===== src/rtl/irq_entry_unit.sv =====
module irq_entry_unit #(
  parameter int          XLEN       = 32,
  parameter int          AW         = 12,
  parameter int          EXT_BIT    = 11,
  parameter logic [11:0] ADDR_PEND  = 12'h344,
  parameter logic [11:0] ADDR_EPC   = 12'h341,
  parameter logic [11:0] ADDR_CAUSE = 12'h342,
  parameter logic [11:0] ADDR_TBASE = 12'h305
) (
  input  logic            clk,
  input  logic            rst_n,
  input  logic            ext_irq,
  input  logic            ret_valid,
  input  logic [XLEN-1:0] ret_pc,
  input  logic            ret_short,
  input  logic            ret_jump,
  input  logic [XLEN-1:0] ret_jump_pc,
  input  logic            csr_we,
  input  logic [AW-1:0]   csr_addr,
  input  logic [XLEN-1:0] csr_wdata,
  output logic [XLEN-1:0] csr_rdata,
  output logic            trap_redirect,
  output logic [XLEN-1:0] trap_pc
);
  localparam logic [XLEN-1:0] EXT_MASK  = XLEN'(1) << EXT_BIT;
  localparam logic [XLEN-1:0] CAUSE_VAL = (XLEN'(1) << (XLEN-1)) | XLEN'(EXT_BIT);

  logic            req_q;
  logic [XLEN-1:0] pend_q, epc_q, cause_q, tbase_q;
  logic [XLEN-1:0] next_pc;
  logic            take;

  assign next_pc       = ret_jump ? ret_jump_pc : ret_pc + (ret_short ? XLEN'(2) : XLEN'(4));
  assign take          = ret_valid && req_q && !pend_q[EXT_BIT];
  assign trap_redirect = take;
  assign trap_pc       = take ? {tbase_q[XLEN-1:2], 2'b00} : '0;

  always_comb begin
    case (csr_addr)
      ADDR_PEND:  csr_rdata = pend_q;
      ADDR_EPC:   csr_rdata = epc_q;
      ADDR_CAUSE: csr_rdata = cause_q;
      ADDR_TBASE: csr_rdata = tbase_q;
      default:    csr_rdata = '0;
    endcase
  end

  always_ff @(posedge clk) begin
    if (!rst_n) begin
      req_q   <= 1'b0;
      pend_q  <= '0;
      epc_q   <= '0;
      cause_q <= '0;
      tbase_q <= '0;
    end else begin
      req_q <= ext_irq || (req_q && !take);

      if (csr_we && csr_addr == ADDR_PEND)
        pend_q <= (csr_wdata & ~EXT_MASK) | (pend_q & EXT_MASK);
      if (ret_valid) begin
        if (take)        pend_q[EXT_BIT] <= 1'b1;
        else if (!req_q) pend_q[EXT_BIT] <= 1'b0;
      end

      if (take)                              epc_q <= next_pc;
      else if (csr_we && csr_addr == ADDR_EPC) epc_q <= csr_wdata;

      if (take)                                cause_q <= CAUSE_VAL;
      else if (csr_we && csr_addr == ADDR_CAUSE) cause_q <= csr_wdata;

      if (csr_we && csr_addr == ADDR_TBASE) tbase_q <= csr_wdata;
    end
  end
endmodule



===== config.mk =====
export PLATFORM = sky130hd
export DESIGN_NAME = irq_entry_unit
export DESIGN_NICKNAME = d
export VERILOG_FILES = /design/src/rtl/irq_entry_unit.sv
export SDC_FILE = /design/constraint.sdc
export NUM_CORES = 1
export LEC_CHECK = 0
export BUFFER_PORTS_ARGS = -buffer_cell sky130_fd_sc_hd__buf_2
export CORE_MARGIN = 1.5
export CORE_UTILIZATION = 45
export CTS_CLUSTER_DIAMETER = 30
export DETAILED_ROUTE_END_ITERATION = 10
export MAX_ROUTING_LAYER = met4
export PLACE_DENSITY = 0.7
export SETUP_SLACK_MARGIN = 0.1
export SYNTH_ARGS = -nofsm -noshare
export SYNTH_HDL_FRONTEND = slang
export SYNTH_SLANG_ARGS = --single-unit

===== constraint.sdc =====
create_clock -name clk -period 2.9 [get_ports clk]
set_input_delay 0.29 -clock clk [delete_from_list [all_inputs] [get_ports clk]]
set_output_delay 0.29 -clock clk [all_outputs]
set_load 0.05 [all_outputs]

==> impl_metrics.ini, run 1 <==
[status]
outcome = finished clean

[clocking]
htree_num_levels = 4
cts_buffers = 17
cts_setup_buffers = 0
cts_buffer_depth = 2
path_clk_slew_ns = 0.05
root_buffer = clkbuf_16
cts.repair.resized = 0
clock_latency_ns = 0.42
clock_sinks = 129
ctsHoldBuffers = 0
cts_tree = done

[routing]
firstDrtPassIters = 5
antenna_left = 0
drc_errors = 0
vias_per_cell = 5.75
drt_iter0_markers = 811
top_layer = met4
num_vias = 7011
wire_per_inst_microns = 17.6
met1Wirelength_microns = 9580
dr_wl_met3_microns = 1870
drt_wl_total_microns = 21500
met2WireLength_microns = 9590

[placement]
place_area_sq_um = 7810
dpl.hpwl_microns = 14800
port_buffers = 177
gp_congestion = 0.877
place_ws_ns = 0.261

[floorplan]
core-area_sq_um = 14500
io_pins = 180
dieHeight_microns = 125
rows = 44
dieArea_sq_um = 15600
die-width_microns = 125
initial_core_util = 0.460

[setup_path]
max_stage_delay_ns = 0.71
crit_path_frequent_cell = buf_2
cp_slowest_cell = or4b_1
start_kind = primary input
r2r_setup_slack_ns = 0.76
path_buf_inv = 3
path_cells = buf_2, or4b_1, nor4_2, buf_12, a22oi_1, nand2_1, buf_2
arrival_ns = 2.31
cp-end-kind = output port
worstPathMaxFanout = 38
crit_required_ns = 2.61
cp_top_family = simple AND/OR/NAND/NOR gates
crit_type = in2out

[timing]
skew_ns = 0.00898
tightestPinTransition_ns = 0.922
final.period_utilization = 0.898
rsz0062_at_grt = no
fmax_mhz = 384
slew_headroom = 0.383
setup_violations = 0
finalHoldViolCount = 0
layout_min_cycle_time_ns = 2.60
drv_slew = 0
setup_tns_ns = 0
worst_slack_ns = 0.297

[synth]
async_flop_share = 0
synth_cell_type_count = 56
synth_top_area_share = 0.386
synthTopCellsByCount = 253 x nand2_1, 129 x dfxtp_1, 91 x a21oi_1
ys.flop_type = dfxtp_1
syn_area_sq_um = 6690
synth_edf_count = 0
ys_seq_elements = 129
ys_seq_area_frac = 0.386
syn_inst = 873
synth.area.top_cells = dfxtp_1 39%, nand2_1 14%, a22oi_1 7.2%
synth_top_area_cell = dfxtp_1
yosysMostFrequentCell = nand2_1
yosys_warnings = 0
syn_avg_cell_area_sq_um = 7.66

[flow_run]
max_cap_viol_count = 0

[power_and_ir_drop]
p_leak_nw = 3.52
power.density_nw_per_um2 = 531
peakVddDrop_mv = 0.424

[final_layout]
synthToLayoutAreaGrowth_pct = 26.3
n_antenna_cell = 0
layout.nets = 1141
drive_gt1_frac = 0.241
final_area_sq_um = 8440

[grt]
grt_pass1_wl_microns = 34100
grt_pass1_vias = 6527
grt_usage = 0.281
grt.overflow.total = 0
grt_max_degree = 47
antenna_found_initial = 0

[hold_path]
hold_class = in2reg
## where the power goes
part	switching, mW	internal, mW
clock	0.768	1.54
combinational	0.213	0.137
sequential	0.0222	1.81
## worst register-to-register path, stage by stage, from the launching register on
cell	delay (ns)
dfxtp_1	0.33
nand3b_1	0.33
nor2_1	0.79
nand2_1	0.35
o221ai_1	0.25
## stage by stage
stage                     power (mW)  hold slack [ns]  utilization  cells
after floorplan                 2.02            0.406            -    874
after global placement          2.21            0.438        0.537   1188
final                           4.48           0.0869        0.581   1220
after detailed placement        2.21            0.445        0.537   1188
after CTS                       4.49           0.0724        0.581   1220
after global routing            4.62           0.0914        0.581   1220
## cell usage in the layout (no fill, tap or decap), drive strengths merged, types with 2 or more instances in the layout
cell type,n
conb,2
nor3b,4
clkbuf,20
mux2i,16
nand3,20
or4b,2
a31oi,8
a21boi,10
nand2,253
nand3b,6
o21ai,23
mux2,10
nand2b,9
ha,2
a22oi,64
nor3,4
nand4,9
a311oi,6
bufinv,5
nor2,7
and3,6
xnor2,9
a21oi,91
xor2,15
o2111ai,2
dfxtp,129
buf,205
o211a,2
a211oi,11
clkinv,6
inv,7
nor2b,3
and2,36
o221ai,7
nor4,5
and4,8
## path summary, 6_finish.rpt
check / end / cells after the start / from
setup / recovery: csr_rdata[30] / 7 / csr_addr[5]
hold / removal: epc_q[22]$_SDFFE_PN0P_ / 3 / ret_jump_pc[22]
setup reg to reg: epc_q[27]$_SDFFE_PN0P_ / 4 / pend_q[11]$_SDFFE_PN0P_
hold reg to reg: cause_q[17]$_SDFFE_PP0P_ / 2 / cause_q[17]$_SDFFE_PP0P_
## kinds of logic after synthesis
family                   share of synthesized area
buffers and inverters                       0.0528
AND/OR/NAND/NOR                              0.261
other                                     0.000561
XOR/XNOR                                    0.0314
flip-flops                                   0.386
AO/OA/AOI/OAI                                0.219
adder cells (fa/ha/maj)                    0.00674
multiplexers                                0.0414
## registers in the layout (all words and copies together) (netlist names)
signal,flops
cause_q,32
req_q,1
tbase_q,32
pend_q,32
epc_q,32
## cell type report
| type | count | area, sq um |
|---|---|---|
| Sequential cell | 129 | 2580 |
| Clock inverter | 12 | 188 |
| Multi-Input combinational cell | 663 | 3790 |
| Timing Repair Buffer | 205 | 1180 |
| Tap cell | 184 | 230 |
| Clock buffer | 20 | 447 |
| Inverter | 7 | 26.3 |
| Fill cell | 1369 | 6090 |
## metal layers
layer,track usage,vias to the layer above
met5,-,-
met4,0.0949,0
met3,0.0430,34
met2,0.423,373
met1,0.386,3253
li1,-,3351
(Power assumes the default switching activity.)
==> run 2: changes to the inputs <==
==> constraint.sdc (replaced) <==
create_clock -name clk -period 3.4 [get_ports clk]
set_input_delay 0.34 -clock clk [delete_from_list [all_inputs] [get_ports clk]]
set_output_delay 0.34 -clock clk [all_outputs]
set_load 0.02 [all_outputs]
==> impl_metrics.ini, run 2 (same netlist as run 1, synthesis figures left out) <==
[status]
outcome = finished clean

[clocking]
cts_buffer_depth = 2
path_clk_slew_ns = 0.06
cts.repair.resized = 0
cts_setup_buffers = 0
htree_num_levels = 4
clock_sinks = 129
ctsHoldBuffers = 0
cts_buffers = 17
clock_latency_ns = 0.42
cts_tree = done
root_buffer = clkbuf_16

[routing]
antenna_left = 0
drt_wl_total_microns = 21400
num_vias = 6987
drt_iter0_markers = 741
vias_per_cell = 5.75
drc_errors = 0
wire_per_inst_microns = 17.6
firstDrtPassIters = 5

[setup_path]
start_kind = primary input
crit_required_ns = 3.06
arrival_ns = 2.40
cp-end-kind = output port
worstPathMaxFanout = 38
crit_type = in2out
r2r_setup_slack_ns = 1.31

[timing]
final.period_utilization = 0.806
skew_ns = 0.0124
tightestPinTransition_ns = 1.18
fmax_mhz = 365
rsz0062_at_grt = no
layout_min_cycle_time_ns = 2.74
setup_violations = 0
setup_tns_ns = 0
worst_slack_ns = 0.661
slew_headroom = 0.214
drv_slew = 0
finalHoldViolCount = 0

[power_and_ir_drop]
p_leak_nw = 3.47
power.density_nw_per_um2 = 450
peakVddDrop_mv = 0.380
totalPowerFinal_mw = 3.74

[placement]
place_ws_ns = 0.620
gp_congestion = 0.869
dpl.hpwl_microns = 14700
dp_cells = 1184
port_buffers = 177

[final_layout]
drive_gt1_frac = 0.238
n_antenna_cell = 0
final_cell_mix = 253 x nand2_1, 177 x buf_2, 129 x dfxtp_1
fin_cells = 1216
fin_util = 0.572
layout_commonest_cell = nand2_1
synthToLayoutAreaGrowth_pct = 24.3
layout.nets = 1137

[floorplan]
die-width_microns = 125
initial_core_util = 0.460
core-area_sq_um = 14500
dieHeight_microns = 125
rows = 44
dieArea_sq_um = 15600
io_pins = 180

[grt]
grt.overflow.total = 0
grt_pass1_wl_microns = 34200
grt_usage = 0.281
antenna_found_initial = 0
grt_pass1_vias = 6437
grt_max_degree = 62

[flow_run]
max_cap_viol_count = 0

[hold_path]
hold_class = in2reg
==> run 2: changes by cell type in the layout (fill, tap and decap cells not counted), sizes merged <==
cell,previous run,this run
bufinv,5,3
buf,205,201
clkinv,6,4
clkinvlp,1,2
clkbuf,20,23
==> run 2: final cells by class <==
class / instances / area (sq um)
multi-input cells: 663 / 3790
fillers: 1376 / 6230
repair buffers: 201 / 1070
clock inverters: 9 / 129
clock buffers: 23 / 488
well taps: 184 / 230
inverters: 7 / 26.3
flip-flops and latches: 129 / 2580
==> run 2: final timing paths <==
path / start / cells past startpoint / end
max: csr_addr[11] / 7 / csr_rdata[29]
min: ret_jump_pc[22] / 3 / epc_q[22]$_SDFFE_PN0P_
max reg2reg: pend_q[11]$_SDFFE_PN0P_ / 5 / epc_q[31]$_SDFFE_PN0P_
min reg2reg: cause_q[17]$_SDFFE_PP0P_ / 2 / cause_q[17]$_SDFFE_PP0P_
==> run 2: metal layers <==
layer	GRT usage	part of all wire
met5	-	0
met4	0.0742	0.016
met3	0.0584	0.086
met2	0.419	0.45
met1	0.388	0.45
==> run 2: power breakdown <==
| part | internal [mW] | total (mW) | switching (mW) |
|---|---|---|---|
| clock | 1.23 | 1.89 | 0.665 |
| combinational | 0.112 | 0.290 | 0.177 |
| sequential | 1.54 | 1.56 | 0.0190 |
| total | 2.88 | 3.74 | 0.861 |
==> run 2: worst max-delay path: stages <==
cell     delay (ns)
buf_2          0.09
or4b_1         0.72
nor4_2         0.33
buf_4          0.44
a22oi_1        0.16
nand2_1        0.14
buf_2          0.17
==> run 2: through the flow <==
| step | cell area, sq um | hold WS (ns) |
|---|---|---|
| finish | 8310 | 0.128 |
| global route | 8310 | 0.134 |
| CTS | 8310 | 0.120 |
| detailed placement | 7690 | 0.444 |
| global placement | 7690 | 0.438 |
| floorplan | 6690 | 0.429 |
